$ cat config.mk
export PLATFORM = sky130hd
export DESIGN_NAME = csel_adder
export DESIGN_NICKNAME = d
export VERILOG_FILES = /design/src/rtl/csel_pkg.sv /design/src/rtl/csel_fa.sv /design/src/rtl/csel_ripple.sv /design/src/rtl/csel_mux2.sv /design/src/rtl/csel_adder.sv
export SDC_FILE = /design/constraint.sdc
export NUM_CORES = 1
export LEC_CHECK = 0
export BUFFER_PORTS_ARGS = -buffer_cell sky130_fd_sc_hd__buf_2
export CAP_MARGIN = 20
export CORE_AREA = 5 5 42 44
export DETAILED_ROUTE_END_ITERATION = 10
export DIE_AREA = 0 0 47 49
export GPL_ROUTABILITY_DRIVEN = 0
export PLACE_DENSITY = 0.5
export SETUP_SLACK_MARGIN = 0.2
export SLEW_MARGIN = 30
export SYNTH_ARGS = -nofsm -noshare
export SYNTH_HDL_FRONTEND = slang
export SYNTH_SLANG_ARGS = --single-unit
$ cat constraint.sdc
create_clock -name vclk -period 4.4
set_input_delay 0.88 -clock vclk [all_inputs]
set_output_delay 0.88 -clock vclk [all_outputs]
set_load 0.01 [all_outputs]
$ cat src/rtl/csel_pkg.sv
package csel_pkg;
  localparam int unsigned CSEL_WIDTH = 8;
  localparam int unsigned CSEL_LO_W  = 4;
endpackage

$ cat src/rtl/csel_fa.sv
module csel_fa (
  input  logic x_i,
  input  logic y_i,
  input  logic z_i,
  output logic s_o,
  output logic c_o
);
  logic gen_w;
  logic prop_w;

  assign gen_w  = x_i & y_i;
  assign prop_w = x_i ^ y_i;
  assign s_o    = prop_w ^ z_i;
  assign c_o    = gen_w | (prop_w & z_i);
endmodule

$ cat src/rtl/csel_ripple.sv
module csel_ripple #(
  parameter int unsigned W = 4
) (
  input  logic [W-1:0] a_i,
  input  logic [W-1:0] b_i,
  input  logic         c_i,
  output logic [W-1:0] s_o,
  output logic         c_o
);
  logic [W:0] chain;

  assign chain[0] = c_i;

  for (genvar k = 0; k < W; k++) begin : g_cell
    csel_fa u_fa (
      .x_i(a_i[k]),
      .y_i(b_i[k]),
      .z_i(chain[k]),
      .s_o(s_o[k]),
      .c_o(chain[k+1])
    );
  end

  assign c_o = chain[W];

  // Arithmetic reference for the cell chain
  logic [W:0] ref_w;
  assign ref_w = {1'b0, a_i} + {1'b0, b_i} + {{W{1'b0}}, c_i};

  always_comb begin
    p_chain_sum_r4: assert ({c_o, s_o} == ref_w)
      else $error("ripple chain disagrees with arithmetic");
  end
endmodule

$ cat src/rtl/csel_mux2.sv
module csel_mux2 #(
  parameter int unsigned W = 5
) (
  input  logic         sel_i,
  input  logic [W-1:0] d0_i,
  input  logic [W-1:0] d1_i,
  output logic [W-1:0] y_o
);
  for (genvar k = 0; k < W; k++) begin : g_bit
    assign y_o[k] = sel_i ? d1_i[k] : d0_i[k];
  end
endmodule

$ cat src/rtl/csel_adder.sv
module csel_adder #(
  parameter int unsigned WIDTH = csel_pkg::CSEL_WIDTH,
  parameter int unsigned LO_W  = csel_pkg::CSEL_LO_W
) (
  input  logic [WIDTH-1:0] a_i,
  input  logic [WIDTH-1:0] b_i,
  input  logic             cin_i,
  output logic [WIDTH-1:0] sum_o,
  output logic             cout_o
);
  localparam int unsigned HI_W = WIDTH - LO_W;

  logic [LO_W-1:0] lo_sum;
  logic            lo_carry;
  logic [HI_W-1:0] hi_sum_n;
  logic            hi_cout_n;
  logic [HI_W-1:0] hi_sum_c;
  logic            hi_cout_c;
  logic [HI_W:0]   hi_pick;

  // Lower half, fed by the external carry
  csel_ripple #(.W(LO_W)) u_lo (
    .a_i(a_i[LO_W-1:0]),
    .b_i(b_i[LO_W-1:0]),
    .c_i(cin_i),
    .s_o(lo_sum),
    .c_o(lo_carry)
  );

  // Upper half, speculating no incoming carry
  csel_ripple #(.W(HI_W)) u_hi_nocarry (
    .a_i(a_i[WIDTH-1:LO_W]),
    .b_i(b_i[WIDTH-1:LO_W]),
    .c_i(1'b0),
    .s_o(hi_sum_n),
    .c_o(hi_cout_n)
  );

  // Upper half, speculating an incoming carry
  csel_ripple #(.W(HI_W)) u_hi_carry (
    .a_i(a_i[WIDTH-1:LO_W]),
    .b_i(b_i[WIDTH-1:LO_W]),
    .c_i(1'b1),
    .s_o(hi_sum_c),
    .c_o(hi_cout_c)
  );

  // HI_W sum bits plus the carry, steered by the real lower carry
  csel_mux2 #(.W(HI_W + 1)) u_sel (
    .sel_i(lo_carry),
    .d0_i({hi_cout_n, hi_sum_n}),
    .d1_i({hi_cout_c, hi_sum_c}),
    .y_o(hi_pick)
  );

  assign sum_o  = {hi_pick[HI_W-1:0], lo_sum};
  assign cout_o = hi_pick[HI_W];

  // Reference values used by the assertions below
  logic [WIDTH:0] total_ref;
  logic [HI_W:0]  hi_base;

  assign total_ref = {1'b0, a_i} + {1'b0, b_i} + {{WIDTH{1'b0}}, cin_i};
  assign hi_base   = {1'b0, a_i[WIDTH-1:LO_W]} + {1'b0, b_i[WIDTH-1:LO_W]};

  always_comb begin
    p_spec_pair_r8: assert ({hi_cout_c, hi_sum_c} == {hi_cout_n, hi_sum_n} + 1'b1)
      else $error("speculative upper results do not differ by one");

    p_full_sum_r4: assert ({cout_o, sum_o} == total_ref)
      else $error("adder result differs from a+b+cin");

    if (!lo_carry) begin
      p_pick_plain_r5: assert ({cout_o, sum_o[WIDTH-1:LO_W]} == hi_base)
        else $error("upper half wrong with no lower carry");
    end else begin
      p_pick_inc_r6: assert ({cout_o, sum_o[WIDTH-1:LO_W]} == hi_base + 1'b1)
        else $error("upper half wrong with lower carry");
    end
  end
endmodule

==> results of run 1 <==
==> metrics by stage <==
stage,hold WS [ns],instances,setup slack (ns),cell area (µm²),TNS (ns)
detailed placement,2.15,67,-0.340,405,-0.423
floorplan,1.97,28,-0.0722,278,-0.0722
CTS,2.15,67,-0.255,445,-0.257
finish,2.15,67,-0.232,448,-0.232
global placement,2.15,67,-0.325,405,-0.387
global route,2.16,67,-0.329,448,-0.403
==> power groups by stage <==
stage | registers, mW | clock network [mW] | logic [mW]
2_1_floorplan | 0 | 0 | 0.0404
3_3_place_gp | 0 | 0 | 0.0561
3_5_place_dp | 0 | 0 | 0.0573
4_1_cts | 0 | 0 | 0.0680
5_1_grt | 0 | 0 | 0.0746
6_report | 0 | 0 | 0.0664
==> metal layers <==
metal  up-vias  share of wire [%]  routed length [µm]
li1        115                  -                   -
met1       104                 29                 153
met2        19                 48                 254
met3         0                 23                 123
met4         0                  0                   0
met5         -                  0                   0
==> cell type report <==
type,count,area [µm²]
fillers,156,953
multi-input cells,11,205
repair buffers,27,169
inverters,13,53.8
well taps,16,20.0
==> timing repair <==
action / in CTS / in global routing
setup endpoints to repair: 3 / 3
resized for setup: 13 / 1
pin swaps: 2 / 0
==> how the worst max path moves through the flow <==
stage	startpoint	to	slack [ns]
2_1_floorplan	a_i[0]	sum_o[7]	-0.07
3_3_place_gp	a_i[0]	sum_o[7]	-0.32
3_5_place_dp	a_i[0]	sum_o[7]	-0.34
4_1_cts	a_i[0]	sum_o[7]	-0.26
5_1_grt	a_i[0]	sum_o[7]	-0.33
6_report	a_i[0]	sum_o[7]	-0.23
==> worst max-delay path, cell delays in order <==
cell,delay [ns]
buf_6,0.10
inv_4,0.04
fa_2,0.19
inv_2,0.04
fa_2,0.33
fa_2,0.34
fa_2,0.36
mux2i_2,0.17
fa_2,0.34
fa_2,0.34
inv_2,0.06
fa_2,0.42
inv_2,0.06
buf_6,0.09
==> cell families (layout without fill, tap and decap cells) <==
family,Yosys count,after routing
adders and majority gates,9,9
muxes,1,1
xor gates and xnor gates,1,1
buffers and inverters,17,40
==> Yosys cell counts <==
cell,instances
mux2i_1,1
buf_4,4
fa_1,7
ha_1,2
xor2_1,1
inv_1,13
==> run_results.csv, run 1 <==
group,metric,value,unit
setup_path,cp-start-kind,"primary input",
power,p_leak,0.248,nW
yosys,yosys.area_share.adder,62.9,%
yosys,synth_area,263,µm²
yosys,synth_compound_area_share,0,%
power,p_sw_share,45.9,%
power,internal_power,0.0359,mW
clocking,ctsHoldBuffers,0,
setup_path,worstPathArrival,3.75,ns
die,dieArea,2300,µm²
yosys,avgSynthCellArea,9.38,µm²
global_routing,grt.busiest_layer,"met2",
sta,slew_violations,0,
power,ir_drop,0.0482,mV
sta,worst_pin_slew,0.170,ns
final_layout,layout_commonest_cell,"buf_2",
min_path,hold_depth,3,
global_routing,grt_pass1_vias,247,
outcome,violations,"setup timing",
yosys,ys_seq_area_share,0,%
sta,max_freq,216,MHz
global_routing,grt_max_degree,3,
sta,slew_headroom,88.4,%
routing,wl_per_cell,7.94,µm
power,clkPwrFrac,0,%
die,die_y,49,µm
sta,setup_ws,-0.232,ns
die,die_w,47,µm
final_layout,mostFrequentLayoutCells,"buf_2, fa_2, inv_1, inv_2, buf_6",
yosys,syn_inst,28,
min_path,hp-class,"in2out",
die,coreArea,1400,µm²
routing,drt_iter0_markers,0,
yosys,synth_top_area_share,53.3,%
routing,post-route-drc-count,0,
final_layout,nets,79,
power,p_total,0.0664,mW
sta,period_share,105,%
final_layout,regArea,0,µm²
sta,finalSetupViolCount,1,
die,initial_utilization,18.8,%
power,p_per_area,148,nW/µm²
power,power_frac_comb,100.0,%
final_layout,clkbuf_count,0,
final_layout,numSequentialCells,0,
power,netSwitchingPower,0.0305,mW
final_layout,drive_gt1_share,82.4,%
min_path,holdPathEnd,"sum_o[6]",
power,seqPwrFrac,0,%
yosys,ys_types,6,
global_routing,gr-usage-met1,4.42,%
yosys,ys_warn_count,0,
yosys,synthSimpleGateAreaFrac,0,%
min_path,min-delay-start,"b_i[6]",
final_layout,finish.utilization,32.0,%
yosys,syn_nets,54,
sta,rsz0062_at_grt,"true",
yosys,synthTopCellsByArea,"fa_1, inv_1, buf_4",
routing,routed_via_density,3.55,
yosys,synth_mux_area_share,3.81,%
yosys,synth_top_family_by_area,"adder cells",
setup_path,critPathKind,"in2out",
global_routing,met2_usage,8.82,%
sta,hold_viol,0,
yosys,synth_top_area_cell,"fa_1",
final_layout,area_delta_synth_final,70.5,%
setup_path,crit_required,3.52,ns
clocking,cts_setup_buffers,0,
setup_path,critPathMaxFanout,2,
global_routing,gr-total-overflow,0,
die,num_rows,14,
routing,ant_nets,0,
place,port_buffers,26,
sta,fin_crit,4.63,ns
job,maxCapViolations,0,
global_routing,grt_pass1_wl,814,µm
die,num_io_pins,26,
outcome,status,"complete, but fails checks",
routing,wirelength,532,µm
global_routing,met3_usage,1.11,%
setup_path,endpoint_kind,"primary output",
yosys,synthXorXnorAreaFrac,3.33,%
final_layout,num_antenna_cells,0,
global_routing,antenna_found_initial,0,
routing,firstDrtPassIters,1,
place,dp_hpwl,531,µm
routing,dr_total_vias,238,
global_routing,track_usage,4.38,%
Power figures use the tool's default switching activity.
==> run 2: changes to the inputs <==
==> constraint.sdc (replaced) <==
create_clock -name vclk -period 4.4
set_input_delay 0.88 -clock vclk [all_inputs]
set_output_delay 0.88 -clock vclk [all_outputs]
set_load 0.05 [all_outputs]
==> run 2 against run 1 <==
Against the previous run: critical endpoint unchanged; maximum frequency is 1.7% lower; power up 86%; cell count did not move; first-iteration DRC count up 2; global-route usage grew 0.50 points; highest routed layer unchanged; worst setup slack worse by 0.078 ns; clock-buffer cell count stayed put; critical path type unchanged; the run still ends with setup timing left; cell area increased by 7.0%.
==> run_results.csv, run 2 (synthesis results as in run 1) <==
group,metric,value,unit
outcome,status,"complete, but fails checks",
outcome,violations,"setup timing",
global_routing,grt_max_degree,3,
global_routing,antenna_found_initial,0,
final_layout,nets,79,
sta,setup_ws,-0.310,ns
setup_path,critPathKind,"in2out",
final_layout,layout_commonest_cell,"buf_2",
place,port_buffers,26,
final_layout,fin_cells,67,
power,p_per_area,257,nW/µm²
setup_path,critPathMaxFanout,2,
global_routing,track_usage,4.87,%
place,dp_hpwl,576,µm
final_layout,regArea,0,µm²
power,p_leak,0.249,nW
sta,hold_viol,0,
final_layout,num-fill-cells,160,
min_path,hp-class,"in2out",
sta,tns,-0.396,ns
routing,dr_total_vias,236,
sta,slew_headroom,83.1,%
sta,period_share,107,%
global_routing,grt_pass1_vias,251,
routing,ant_nets,0,
place,dpl_cell_area,433,µm²
die,num_io_pins,26,
final_layout,area_delta_synth_final,82.4,%
global_routing,grt_pass1_wl,924,µm
routing,wirelength,570,µm
setup_path,endpoint_kind,"primary output",
clocking,cts_setup_buffers,0,
setup_path,cp-start-kind,"primary input",
final_layout,num_antenna_cells,0,
routing,post-route-drc-count,0,
final_layout,multiInputGateArea,201,µm²
sta,finalSetupViolCount,2,
final_layout,numSequentialCells,0,
final_layout,mostFrequentLayoutCells,"buf_2, fa_2, inv_1, buf_8, inv_2",
global_routing,gr-total-overflow,0,
sta,max_freq,212,MHz
routing,drt_iter0_markers,2,
die,coreArea,1400,µm²
final_layout,drive_gt1_share,80.4,%
routing,wl_per_cell,8.51,µm
clocking,ctsHoldBuffers,0,
sta,worst_pin_slew,0.256,ns
die,die_w,47,µm
sta,slew_violations,0,
place,dpl.cell_count,67,
power,ir_drop,0.118,mV
sta,fin_crit,4.71,ns
final_layout,clkbuf_count,0,
routing,routed_via_density,3.52,
sta,fin_hold_ws,2.21,ns
die,dieArea,2300,µm²
die,die_y,49,µm
final_layout,finish.utilization,34.2,%
job,maxCapViolations,0,
die,initial_utilization,18.8,%
setup_path,crit_required,3.52,ns
final_layout,final_cell_area,479,µm²
setup_path,worstPathArrival,3.83,ns
routing,firstDrtPassIters,2,
sta,rsz0062_at_grt,"true",
die,num_rows,14,
[run 2: final timing paths]
path	start	end	slack, ns	cells after the start
worst max-delay path	a_i[0]	sum_o[7]	-0.31	14
worst min-delay path	b_i[6]	sum_o[6]	2.21	3
[run 2: critical path: stages]
cell,delay [ns]
buf_8,0.11
inv_12,0.04
fa_2,0.18
inv_2,0.04
fa_2,0.33
fa_2,0.34
fa_2,0.35
mux2i_1,0.14
fa_2,0.34
fa_2,0.34
inv_2,0.06
fa_2,0.44
clkinvlp_4,0.09
buf_8,0.14
[run 2: layout make-up]
| class | count | share of cell area (%) |
|---|---|---|
| Inverter | 13 | 15.4 |
| Multi-Input combinational cell | 11 | 42.0 |
| Tap cell | 16 | 4.18 |
| Timing Repair Buffer | 27 | 38.4 |
[run 2: per-layer routing]
layer | part of all wire, % | vias to the layer above | wire length [µm] | track usage, %
li1 | - | 115 | - | -
met1 | 33 | 100 | 190 | 6.43
met2 | 46 | 21 | 265 | 8.60
met3 | 20 | 0 | 114 | 0.738
met4 | 0 | 0 | 0 | 0
met5 | 0 | - | 0 | 0
[run 2: repair_timing]
item / CTS / global route
setup endpoints to repair: 4 / 3
resized for setup: 14 / 0
pin swaps: 3 / 0
[run 2: through the flow]
step,setup WS (ns),power [mW]
after floorplan,-0.212,0.0959
after global placement,-0.537,0.111
after detailed placement,-0.550,0.112
after CTS,-0.332,0.126
after global routing,-0.424,0.133
final,-0.310,0.123
[run 2: power breakdown]
group	internal [mW]	leakage, nW	switching (mW)
sequential	0	0	0
combinational	0.0419	0.249	0.0814
clock	0	0	0
